## src/rtl/shint_pkg.sv

```systemverilog
package shint_pkg;

    localparam int REG_ADDR_W   = 10;
    localparam int CFG_POL      = 0;
    localparam int CFG_TRIG     = 1;
    localparam int CFG_DUAL     = 2;
    localparam int EDGE_SET_BIT = 31;
    localparam int PIN_EN_BIT   = 31;
    localparam logic [2:0] CFG_RESET = 3'b001;

    typedef enum logic [3:0] {
        SEL_NONE,
        SEL_MASK_SET,
        SEL_MASK_CLR,
        SEL_EDGE,
        SEL_INFO,
        SEL_PEND,
        SEL_MASK_RD,
        SEL_CFG,
        SEL_PIN,
        SEL_TGT
    } reg_sel_e;

    function automatic reg_sel_e decode_addr(input logic [REG_ADDR_W-1:0] a);
        reg_sel_e sel;
        sel = SEL_NONE;
        unique case (a[9:8])
            2'd0: begin
                if (a[7:0] == 8'h00)       sel = SEL_MASK_SET;
                else if (a[7:0] == 8'h01)  sel = SEL_MASK_CLR;
                else if (a[7:0] == 8'h02)  sel = SEL_EDGE;
                else if (a[7:0] == 8'h03)  sel = SEL_INFO;
                else if (a[7:3] == 5'b00010) sel = SEL_PEND;
                else if (a[7:3] == 5'b00011) sel = SEL_MASK_RD;
                else                       sel = SEL_NONE;
            end
            2'd1: sel = SEL_CFG;
            2'd2: sel = SEL_PIN;
            2'd3: sel = SEL_TGT;
        endcase
        return sel;
    endfunction

endpackage

```

## src/rtl/shint_sync.sv

```systemverilog
module shint_sync #(
    parameter int WIDTH = 8
) (
    input  logic             clk,
    input  logic             rst_n,
    input  logic [WIDTH-1:0] d,
    output logic [WIDTH-1:0] q
);

    logic [WIDTH-1:0] meta;

    always_ff @(posedge clk or negedge rst_n) begin
        if (!rst_n) begin
            meta <= '0;
            q    <= '0;
        end else begin
            meta <= d;
            q    <= meta;
        end
    end

    logic [1:0] age;
    always_ff @(posedge clk or negedge rst_n) begin
        if (!rst_n)            age <= 2'd0;
        else if (age != 2'd2)  age <= age + 2'd1;
    end

    AST_SYNC_LATENCY: assert property (@(posedge clk) disable iff (!rst_n)
        (age == 2'd2) |-> (q == $past(d, 2)));

endmodule

```

## src/rtl/shint_src.sv

```systemverilog
module shint_src
    import shint_pkg::*;
#(
    parameter int PIN_W   = 3,
    parameter int NUM_TGT = 4
) (
    input  logic               clk,
    input  logic               rst_n,
    input  logic               irq_sync,
    input  logic               cfg_wr,
    input  logic [2:0]         cfg_data,
    input  logic               pin_wr,
    input  logic               pin_en_data,
    input  logic [PIN_W-1:0]   pin_num_data,
    input  logic               tgt_wr,
    input  logic [NUM_TGT-1:0] tgt_data,
    input  logic               mask_set,
    input  logic               mask_clr,
    input  logic               edge_set,
    input  logic               edge_clr,
    output logic               pend,
    output logic               mask,
    output logic [2:0]         cfg,
    output logic               pin_en,
    output logic [PIN_W-1:0]   pin_num,
    output logic [NUM_TGT-1:0] tgt
);

    logic prev;
    logic edge_pend;
    logic rise, fall, edge_hit;
    logic pol, trig, dual;

    assign pol  = cfg[CFG_POL];
    assign trig = cfg[CFG_TRIG];
    assign dual = cfg[CFG_DUAL];

    always_ff @(posedge clk or negedge rst_n) begin
        if (!rst_n) prev <= 1'b0;
        else        prev <= irq_sync;
    end

    always_comb begin
        rise     = irq_sync & ~prev;
        fall     = ~irq_sync & prev;
        edge_hit = dual ? (rise | fall) : (pol ? rise : fall);
    end

    always_ff @(posedge clk or negedge rst_n) begin
        if (!rst_n)      cfg <= CFG_RESET;
        else if (cfg_wr) cfg <= cfg_data;
    end

    always_ff @(posedge clk or negedge rst_n) begin
        if (!rst_n)        mask <= 1'b0;
        else if (mask_set) mask <= 1'b1;
        else if (mask_clr) mask <= 1'b0;
    end

    always_ff @(posedge clk or negedge rst_n) begin
        if (!rst_n)                    edge_pend <= 1'b0;
        else if (!trig)                edge_pend <= 1'b0;
        else if (edge_hit || edge_set) edge_pend <= 1'b1;
        else if (edge_clr)             edge_pend <= 1'b0;
    end

    always_ff @(posedge clk or negedge rst_n) begin
        if (!rst_n) begin
            pin_en  <= 1'b0;
            pin_num <= '0;
        end else if (pin_wr) begin
            pin_en  <= pin_en_data;
            pin_num <= pin_num_data;
        end
    end

    always_ff @(posedge clk or negedge rst_n) begin
        if (!rst_n)      tgt <= '0;
        else if (tgt_wr) tgt <= tgt_data;
    end

    assign pend = trig ? edge_pend : (irq_sync == pol);

    AST_MASK_SET: assert property (@(posedge clk) disable iff (!rst_n)
        mask_set |=> mask);
    AST_MASK_CLR: assert property (@(posedge clk) disable iff (!rst_n)
        (mask_clr && !mask_set) |=> !mask);
    AST_EDGE_LATCH: assert property (@(posedge clk) disable iff (!rst_n)
        (trig && edge_hit) |=> edge_pend);
    AST_DUAL_BOTH: assert property (@(posedge clk) disable iff (!rst_n)
        (trig && dual && (rise || fall)) |=> edge_pend);
    AST_EDGE_ACK: assert property (@(posedge clk) disable iff (!rst_n)
        (trig && edge_clr && !edge_hit && !edge_set) |=> !edge_pend);

endmodule

```

## src/rtl/shint_route.sv

```systemverilog
module shint_route #(
    parameter int NUM_SRC  = 40,
    parameter int NUM_PINS = 6,
    parameter int NUM_TGT  = 4,
    parameter int PIN_W    = 3
) (
    input  logic [NUM_SRC-1:0]          pend,
    input  logic [NUM_SRC-1:0]          mask,
    input  logic [NUM_SRC-1:0]          pin_en,
    input  logic [NUM_SRC*PIN_W-1:0]    pin_flat,
    input  logic [NUM_SRC*NUM_TGT-1:0]  tgt_flat,
    output logic [NUM_TGT*NUM_PINS-1:0] irq_req
);

    logic [NUM_SRC-1:0] live;
    assign live = pend & mask & pin_en;

    for (genvar t = 0; t < NUM_TGT; t++) begin : g_tgt
        for (genvar p = 0; p < NUM_PINS; p++) begin : g_pin
            logic hit;
            always_comb begin
                hit = 1'b0;
                for (int s = 0; s < NUM_SRC; s++) begin
                    if (live[s] && tgt_flat[s*NUM_TGT+t] &&
                        (pin_flat[s*PIN_W +: PIN_W] == PIN_W'(p)))
                        hit = 1'b1;
                end
            end
            assign irq_req[t*NUM_PINS+p] = hit;
        end
    end

endmodule

```

## src/rtl/shint_ctrl.sv

```systemverilog
module shint_ctrl
    import shint_pkg::*;
#(
    parameter int NUM_GROUPS = 5,
    parameter int NUM_PINS   = 6,
    parameter int NUM_TGT    = 4
) (
    input  logic                           clk,
    input  logic                           rst_n,
    input  logic [NUM_GROUPS*8-1:0]        irq_in,
    input  logic                           wr_en,
    input  logic [REG_ADDR_W-1:0]          wr_addr,
    input  logic [31:0]                    wr_data,
    input  logic                           rd_en,
    input  logic [REG_ADDR_W-1:0]          rd_addr,
    output logic [31:0]                    rd_data,
    output logic [NUM_TGT*NUM_PINS-1:0]    irq_req
);

    localparam int NUM_SRC   = NUM_GROUPS * 8;
    localparam int NUM_WORDS = (NUM_SRC + 31) / 32;
    localparam int PIN_W     = (NUM_PINS > 1) ? $clog2(NUM_PINS) : 1;

    reg_sel_e wr_sel, rd_sel;
    assign wr_sel = decode_addr(wr_addr);
    assign rd_sel = decode_addr(rd_addr);

    logic [NUM_SRC-1:0]         irq_sync;
    logic [NUM_SRC-1:0]         pend, mask, pin_en;
    logic [NUM_SRC*PIN_W-1:0]   pin_flat;
    logic [NUM_SRC*NUM_TGT-1:0] tgt_flat;
    logic [2:0]                 cfg_a [NUM_SRC];

    shint_sync #(.WIDTH(NUM_SRC)) sync_i (
        .clk   (clk),
        .rst_n (rst_n),
        .d     (irq_in),
        .q     (irq_sync)
    );

    for (genvar i = 0; i < NUM_SRC; i++) begin : g_src
        logic num_hit, idx_hit;
        assign num_hit = (wr_data[7:0] == 8'(i));
        assign idx_hit = (wr_addr[7:0] == 8'(i));

        shint_src #(.PIN_W(PIN_W), .NUM_TGT(NUM_TGT)) src_i (
            .clk          (clk),
            .rst_n        (rst_n),
            .irq_sync     (irq_sync[i]),
            .cfg_wr       (wr_en && wr_sel == SEL_CFG && idx_hit),
            .cfg_data     (wr_data[2:0]),
            .pin_wr       (wr_en && wr_sel == SEL_PIN && idx_hit),
            .pin_en_data  (wr_data[PIN_EN_BIT]),
            .pin_num_data (wr_data[PIN_W-1:0]),
            .tgt_wr       (wr_en && wr_sel == SEL_TGT && idx_hit),
            .tgt_data     (wr_data[NUM_TGT-1:0]),
            .mask_set     (wr_en && wr_sel == SEL_MASK_SET && num_hit),
            .mask_clr     (wr_en && wr_sel == SEL_MASK_CLR && num_hit),
            .edge_set     (wr_en && wr_sel == SEL_EDGE && num_hit && wr_data[EDGE_SET_BIT]),
            .edge_clr     (wr_en && wr_sel == SEL_EDGE && num_hit && !wr_data[EDGE_SET_BIT]),
            .pend         (pend[i]),
            .mask         (mask[i]),
            .cfg          (cfg_a[i]),
            .pin_en       (pin_en[i]),
            .pin_num      (pin_flat[i*PIN_W +: PIN_W]),
            .tgt          (tgt_flat[i*NUM_TGT +: NUM_TGT])
        );
    end

    shint_route #(
        .NUM_SRC  (NUM_SRC),
        .NUM_PINS (NUM_PINS),
        .NUM_TGT  (NUM_TGT),
        .PIN_W    (PIN_W)
    ) route_i (
        .pend     (pend),
        .mask     (mask),
        .pin_en   (pin_en),
        .pin_flat (pin_flat),
        .tgt_flat (tgt_flat),
        .irq_req  (irq_req)
    );

    logic [NUM_WORDS*32-1:0] pend_pad, mask_pad;
    always_comb begin
        pend_pad = '0;
        mask_pad = '0;
        pend_pad[NUM_SRC-1:0] = pend;
        mask_pad[NUM_SRC-1:0] = mask;
    end

    logic [31:0] rd_next;
    always_comb begin
        rd_next = '0;
        case (rd_sel)
            SEL_INFO: rd_next[7:0] = 8'(NUM_GROUPS - 1);
            SEL_PEND: begin
                for (int w = 0; w < NUM_WORDS; w++)
                    if (rd_addr[2:0] == 3'(w)) rd_next = pend_pad[w*32 +: 32];
            end
            SEL_MASK_RD: begin
                for (int w = 0; w < NUM_WORDS; w++)
                    if (rd_addr[2:0] == 3'(w)) rd_next = mask_pad[w*32 +: 32];
            end
            SEL_CFG: begin
                for (int s = 0; s < NUM_SRC; s++)
                    if (rd_addr[7:0] == 8'(s)) rd_next[2:0] = cfg_a[s];
            end
            SEL_PIN: begin
                for (int s = 0; s < NUM_SRC; s++)
                    if (rd_addr[7:0] == 8'(s)) begin
                        rd_next[PIN_EN_BIT]  = pin_en[s];
                        rd_next[PIN_W-1:0]   = pin_flat[s*PIN_W +: PIN_W];
                    end
            end
            SEL_TGT: begin
                for (int s = 0; s < NUM_SRC; s++)
                    if (rd_addr[7:0] == 8'(s)) rd_next[NUM_TGT-1:0] = tgt_flat[s*NUM_TGT +: NUM_TGT];
            end
            default: rd_next = '0;
        endcase
    end

    always_ff @(posedge clk or negedge rst_n) begin
        if (!rst_n)     rd_data <= '0;
        else if (rd_en) rd_data <= rd_next;
    end

    AST_RESET_QUIET: assert property (@(posedge clk) disable iff (!rst_n)
        $rose(rst_n) |-> (irq_req == '0));
    AST_REQ_HAS_SOURCE: assert property (@(posedge clk) disable iff (!rst_n)
        (|irq_req) |-> (|(pend & mask & pin_en)));

endmodule

```

## config.mk

```make
export PLATFORM = sky130hd
export DESIGN_NAME = shint_ctrl
export DESIGN_NICKNAME = d
export VERILOG_FILES = /design/src/rtl/shint_pkg.sv /design/src/rtl/shint_sync.sv /design/src/rtl/shint_src.sv /design/src/rtl/shint_route.sv /design/src/rtl/shint_ctrl.sv
export SDC_FILE = /design/constraint.sdc
export NUM_CORES = 2
export LEC_CHECK = 0
export BUFFER_PORTS_ARGS = -buffer_cell sky130_fd_sc_hd__buf_4
export CAP_MARGIN = 10
export CORE_MARGIN = 10
export CORE_UTILIZATION = 30
export DETAILED_ROUTE_END_ITERATION = 10
export PLACE_DENSITY = 0.5
export RECOVER_POWER = 100
export SYNTH_ARGS = -nofsm -noshare
export SYNTH_HDL_FRONTEND = slang
export SYNTH_HIERARCHICAL = 1
export SYNTH_SLANG_ARGS = --single-unit
```

## constraint.sdc

```tcl
create_clock -name clk -period 6 [get_ports clk]
set_input_delay 0 -clock clk [delete_from_list [all_inputs] [get_ports clk]]
set_output_delay 0 -clock clk [all_outputs]
set_load 0.02 [all_outputs]
```

==> key figures <==
Outcome
  • Run status: complete, but fails checks
  • Violated checks: capacitance limit, slew limit

Route
  • Final routed wire length divided by cell count: approximately 50 um
  • Via count of the routed design: approximately 44,000
  • Count of routing violations after the opening detailed-route iteration: about 6,700
  • 1st-pass router iterations: 8
  • Number of routed nets with antenna violations: 0
  • Drt via density: 6.959
  • # DRC: 0
  • Wirelength, routed: between 300,000 and 400,000 um

Global routing
  • Wire length of the first global-routing pass: a little over 400,000 um
  • GRT Residual Overflow: 0
  • Global-route total usage across every layer: approximately 41%
  • Maximum number of pins on one net before global-route repair: 156
  • Initial antenna violation count: 54
  • Vias in the first global route: around 41,000

Hold path
  • Sink of the worst hold path: g_src[39].src_i/mask
  • Hold crit path type: in2reg
  • Number of cells on the worst hold path: 7
  • Hold Crit Start: wr_data[7]

Clock network
  • Buffer type at the clock tree root: sky130_fd_sc_hd__clkbuf_16
  • Insertion delay of the later-clocked pin in the worst-skew pair: approximately 0.7 ns
  • Cts-stage hold buffer count: 92
  • Number of gates resized after cts: 0
  • Number of H-tree levels: 3
  • Number of buffers created by CTS: 76
  • Clock-pin slew of the registers on the worst-case setup and hold paths: about 0.060 ns
  • Buffers inserted during post-CTS setup optimization: 0
  • TritonCTS clock tree: built
  • CTS sink cnt: 672
  • Buffer levels on the longest clock path: 3

Worst setup path
  • Worst Path Max Fanout: 5
  • R2r startpoint: g_src[27].src_i/pin_num[1]
  • Sequence of cells on the critical path: xor2_1 > o21ai_0 > nand4_1 > clkbuf_1 > o221ai_1 > nor4_1 > nand4_1 > buf_4
  • Cell count of the worst reg-to-reg path: 6
  • Most used cell, CP: sky130_fd_sc_hd__nand4_1
  • Kind of start point of the critical path: flip-flop
  • Classification of the worst setup path: reg2out
  • Register-to-Register Setup Slack: between 2 and 3 ns
  • Critical path endpoint category: primary output
  • Endpoint required time on the critical path: around 6.0 ns
  • Data arrival, critical path: 5.82 ns
  • Cell type of the slowest stage on the worst timing path: sky130_fd_sc_hd__nor4_1
  • Crit-path max cell delay: about 1.4 ns
  • Capture point of the worst reg-to-reg path: rd_data[1]

STA
  • Transition time at the pin with the least slew margin: between 3 and 4 ns
  • Worst slew slack as a fraction of its limit: -116.3%
  • Number of failing setup endpoints in the final timing report: 0
  • Final setup slack of the worst path: 0.1769 ns
  • Post-layout minimum cycle time: 5.823 ns
  • Total Negative Setup Slacks: 0 ns
  • Unrepaired setup endpoints after global routing: no
  • Fin. max-slew vios: just over 200
  • Final clock skew: between 0.03 and 0.04 ns
  • Maximum clock frequency: around 170 MHz
  • Fin Hold WS: roughly 0.018 ns
  • Post-route clock period utilization: between 90% and 100%
  • Number of endpoints with negative hold slack in the final report: 0

Floorplan
  • Die extent in y: around 390 um
  • Die Outline Area: between 0.1 and 0.15 mm^2
  • Starting density of the core: 30.26%
  • Top-Level Pins: around 150
  • Core footprint: 0.1336 mm^2
  • Row count: roughly 130
  • X dimension of the die: between 300 and 400 um

Power
  • Power density over cell area: between 200 and 250 mW/mm^2
  • Internal Power: just under 8 mW
  • Switch share: between 20% and 30%
  • Leak Pwr: 20.08 nW
  • Worst ir drop on vdd: 0.0002419 V
  • Relative contribution of the clock network to total power: between 40% and 50%
  • Gate power share: about 8.6%
  • Share of total power in sequential cells: a little over two fifths
  • Total net switching power: ~2.9 mW
  • Total Power: 10.86 mW

Synthesis
  • Area of the mapped netlist: about 0.040 mm^2
  • Warnings from Yosys: 6
  • Library cell with the largest summed area after synthesis: sky130_fd_sc_hd__dfrtp_1
  • Top FF cell, synth: sky130_fd_sc_hd__dfrtp_1
  • Asr flop ratio synth: 100.0%
  • Mapped Cells: approximately 4,100
  • Count of state elements after synthesis: ~670
  • Mean cell area of the mapped netlist: between 9 and 10 um^2
  • Post-Syn Nets: about 4,300
  • Area share of the leading cell type in the synthesized netlist: just under 40%
  • Number of flops mapped to enable cells by yosys: 0
  • Biggest area contributors in the synthesized netlist: sky130_fd_sc_hd__dfrtp_1 (39%), sky130_fd_sc_hd__mux2_1 (10%), sky130_fd_sc_hd__o22ai_1 (8.1%)
  • Sequential share of the synthesized area: around two fifths
  • Number of distinct library cells after synthesis: just under 100

Finish
  • Synthesis-to-layout area growth: 19.47%
  • Final non-filler cell total: 6,391
  • Total number of nets in the final design: 4,691
  • Share of post-route cells with drive strength above 1: 14.35%
  • Total of fill cells in the finished design: roughly 14,000

Place
  • Cell count after placement: approximately 6,000
  • Quantity of I/O buffers inserted on ports: about 130
  • Worst setup timing slack at the placement stage: 1.887 ns
  • Routability congestion estimate from global placement: ~1.1
  • HPWL after detailed placement: 230,900 um

Job
  • Max cap viols: 8
-- state kept, by name, indices dropped and copies added (netlist names) --
name,count
g_src.src_i/tgt,160
g_src.src_i/cfg,120
g_src.src_i/pin_num,120
g_src.src_i/edge_pend,40
g_src.src_i/mask,40
g_src.src_i/pin_en,40
g_src.src_i/prev,40
sync_i/meta,40
sync_i/q,40
rd_data,32
-- logic make-up (layout without fill, tap and decap cells) --
kind of cell / count (synthesis) / count (layout) / share of synthesized area [%]
and+or+nand+nor: 1405 / 1405 / 19.09
AOI/OAI and AO/OA: 1100 / 1100 / 18.35
DFF: 672 / 672 / 41.71
muxes: 485 / 485 / 13.59
buffers and inverters: 357 / 795 / 3.899
adders and majority gates: 80 / 80 / 2.475
xor gates and xnor gates: 41 / 41 / 0.8880
other: 0 / 45 / 0
-- synth_stat cells, types with 49 or more instances --
library cell,instances
sky130_fd_sc_hd__nand3b_1,88
sky130_fd_sc_hd__mux2i_1,62
sky130_fd_sc_hd__ha_1,80
sky130_fd_sc_hd__a21oi_1,56
sky130_fd_sc_hd__nand3_1,49
sky130_fd_sc_hd__o21ai_0,100
sky130_fd_sc_hd__inv_1,207
sky130_fd_sc_hd__dfrtp_1,632
sky130_fd_sc_hd__o22ai_1,522
sky130_fd_sc_hd__a22oi_1,55
sky130_fd_sc_hd__mux2_1,360
sky130_fd_sc_hd__nand4_1,175
sky130_fd_sc_hd__nor2_1,414
sky130_fd_sc_hd__nor4_1,121
sky130_fd_sc_hd__mux2_2,53
sky130_fd_sc_hd__clkbuf_1,51
sky130_fd_sc_hd__or3b_2,84
sky130_fd_sc_hd__nand2_1,235
-- area by class of cell --
| cell class | instances | area [um^2] | share of cell area, % |
|---|---|---|---|
| sequential | 672 | 16870 | 34.91 |
| timing repair buffer | 446 | 3523 | 7.293 |
| multi-input combinational | 3111 | 22080 | 45.70 |
| inverter | 208 | 780.7 | 1.616 |
| antenna | 45 | 112.6 | 0.2331 |
| clock inverter | 34 | 546.8 | 1.132 |
| clock buffer | 107 | 2191 | 4.535 |
| tap | 1768 | 2212 | 4.579 |
-- metal layers --
layer | wire, um | share of wire, % | vias up | GRT usage, %
met1 | 120000 | 38 | 22630 | 48.57
li1 | - | - | 16820 | -
met5 | 336 | 0.11 | - | 0.4463
met4 | 33330 | 10 | 31 | 35.45
met2 | 128500 | 40 | 3721 | 56.89
met3 | 35690 | 11 | 1271 | 15.20
-- worst max-delay path: cells and delay by family, from the launching register on --
family / cells / cell delay [ns]
compound gates: 2 / 0.63
xor+xnor: 1 / 0.16
buf+inv: 2 / 1.04
flops: 1 / 0.60
simple gates: 3 / 2.68
-- power by group through the flow --
stage                     clock network, mW  logic (mW)  registers [mW]
after detailed placement                  0       0.859            4.82
after floorplan                           0       0.345            4.77
after global placement                    0       0.856            4.82
final                                  5.17       0.937            4.75
after global routing                   5.42       0.968            4.75
after CTS                              5.23       0.911            4.74
-- metrics by stage --
stage / utilization, % / instance area [um^2]
2_1_floorplan: - / 40440
3_3_place_gp: 33.43 / 44670
3_5_place_dp: 33.43 / 44670
4_1_cts: 36.18 / 48350
5_1_grt: 36.08 / 48220
6_report: 36.16 / 48310
-- placed cells by master, fill, tap and decap left out, drive strengths merged, types with 20 or more instances in the layout --
master | netlist | final
o2bb2ai | 28 | 28
clkbuf | 51 | 205
nor2 | 419 | 419
a21o | 48 | 48
xor2 | 40 | 40
dfrtp | 632 | 632
nand2b | 20 | 20
nand4 | 177 | 177
o31a | 41 | 41
nor2b | 23 | 23
mux2i | 62 | 62
buf | 98 | 257
nor4 | 125 | 125
nand3 | 49 | 49
dfstp | 40 | 40
nand2 | 236 | 236
inv | 207 | 211
diode | 0 | 45
a21oi | 57 | 57
or3 | 42 | 42
dlygate4sd3 | 0 | 91
or3b | 103 | 103
nor3 | 44 | 44
nand3b | 88 | 88
a22oi | 55 | 55
o22ai | 522 | 522
o211ai | 20 | 20
mux2 | 413 | 413
and3 | 25 | 25
o21ai | 145 | 145
ha | 80 | 80
a22o | 23 | 23
-- worst max path at each step --
stage                     cells after the start                      to  slack (ns)                   start
after detailed placement                     11              rd_data[3]        1.89              rd_addr[1]
final                                         8             irq_req[20]        0.18  g_src[16].src_i/cfg[0]
after CTS                                     8             irq_req[22]        1.40  g_src[18].src_i/cfg[0]
after floorplan                               9  g_src[33].src_i/cfg[1]        3.82              wr_addr[2]
after global routing                          8             irq_req[20]        0.71  g_src[16].src_i/cfg[0]
after global placement                       11              rd_data[3]        1.86              rd_addr[1]
(Power assumes the default switching activity.)
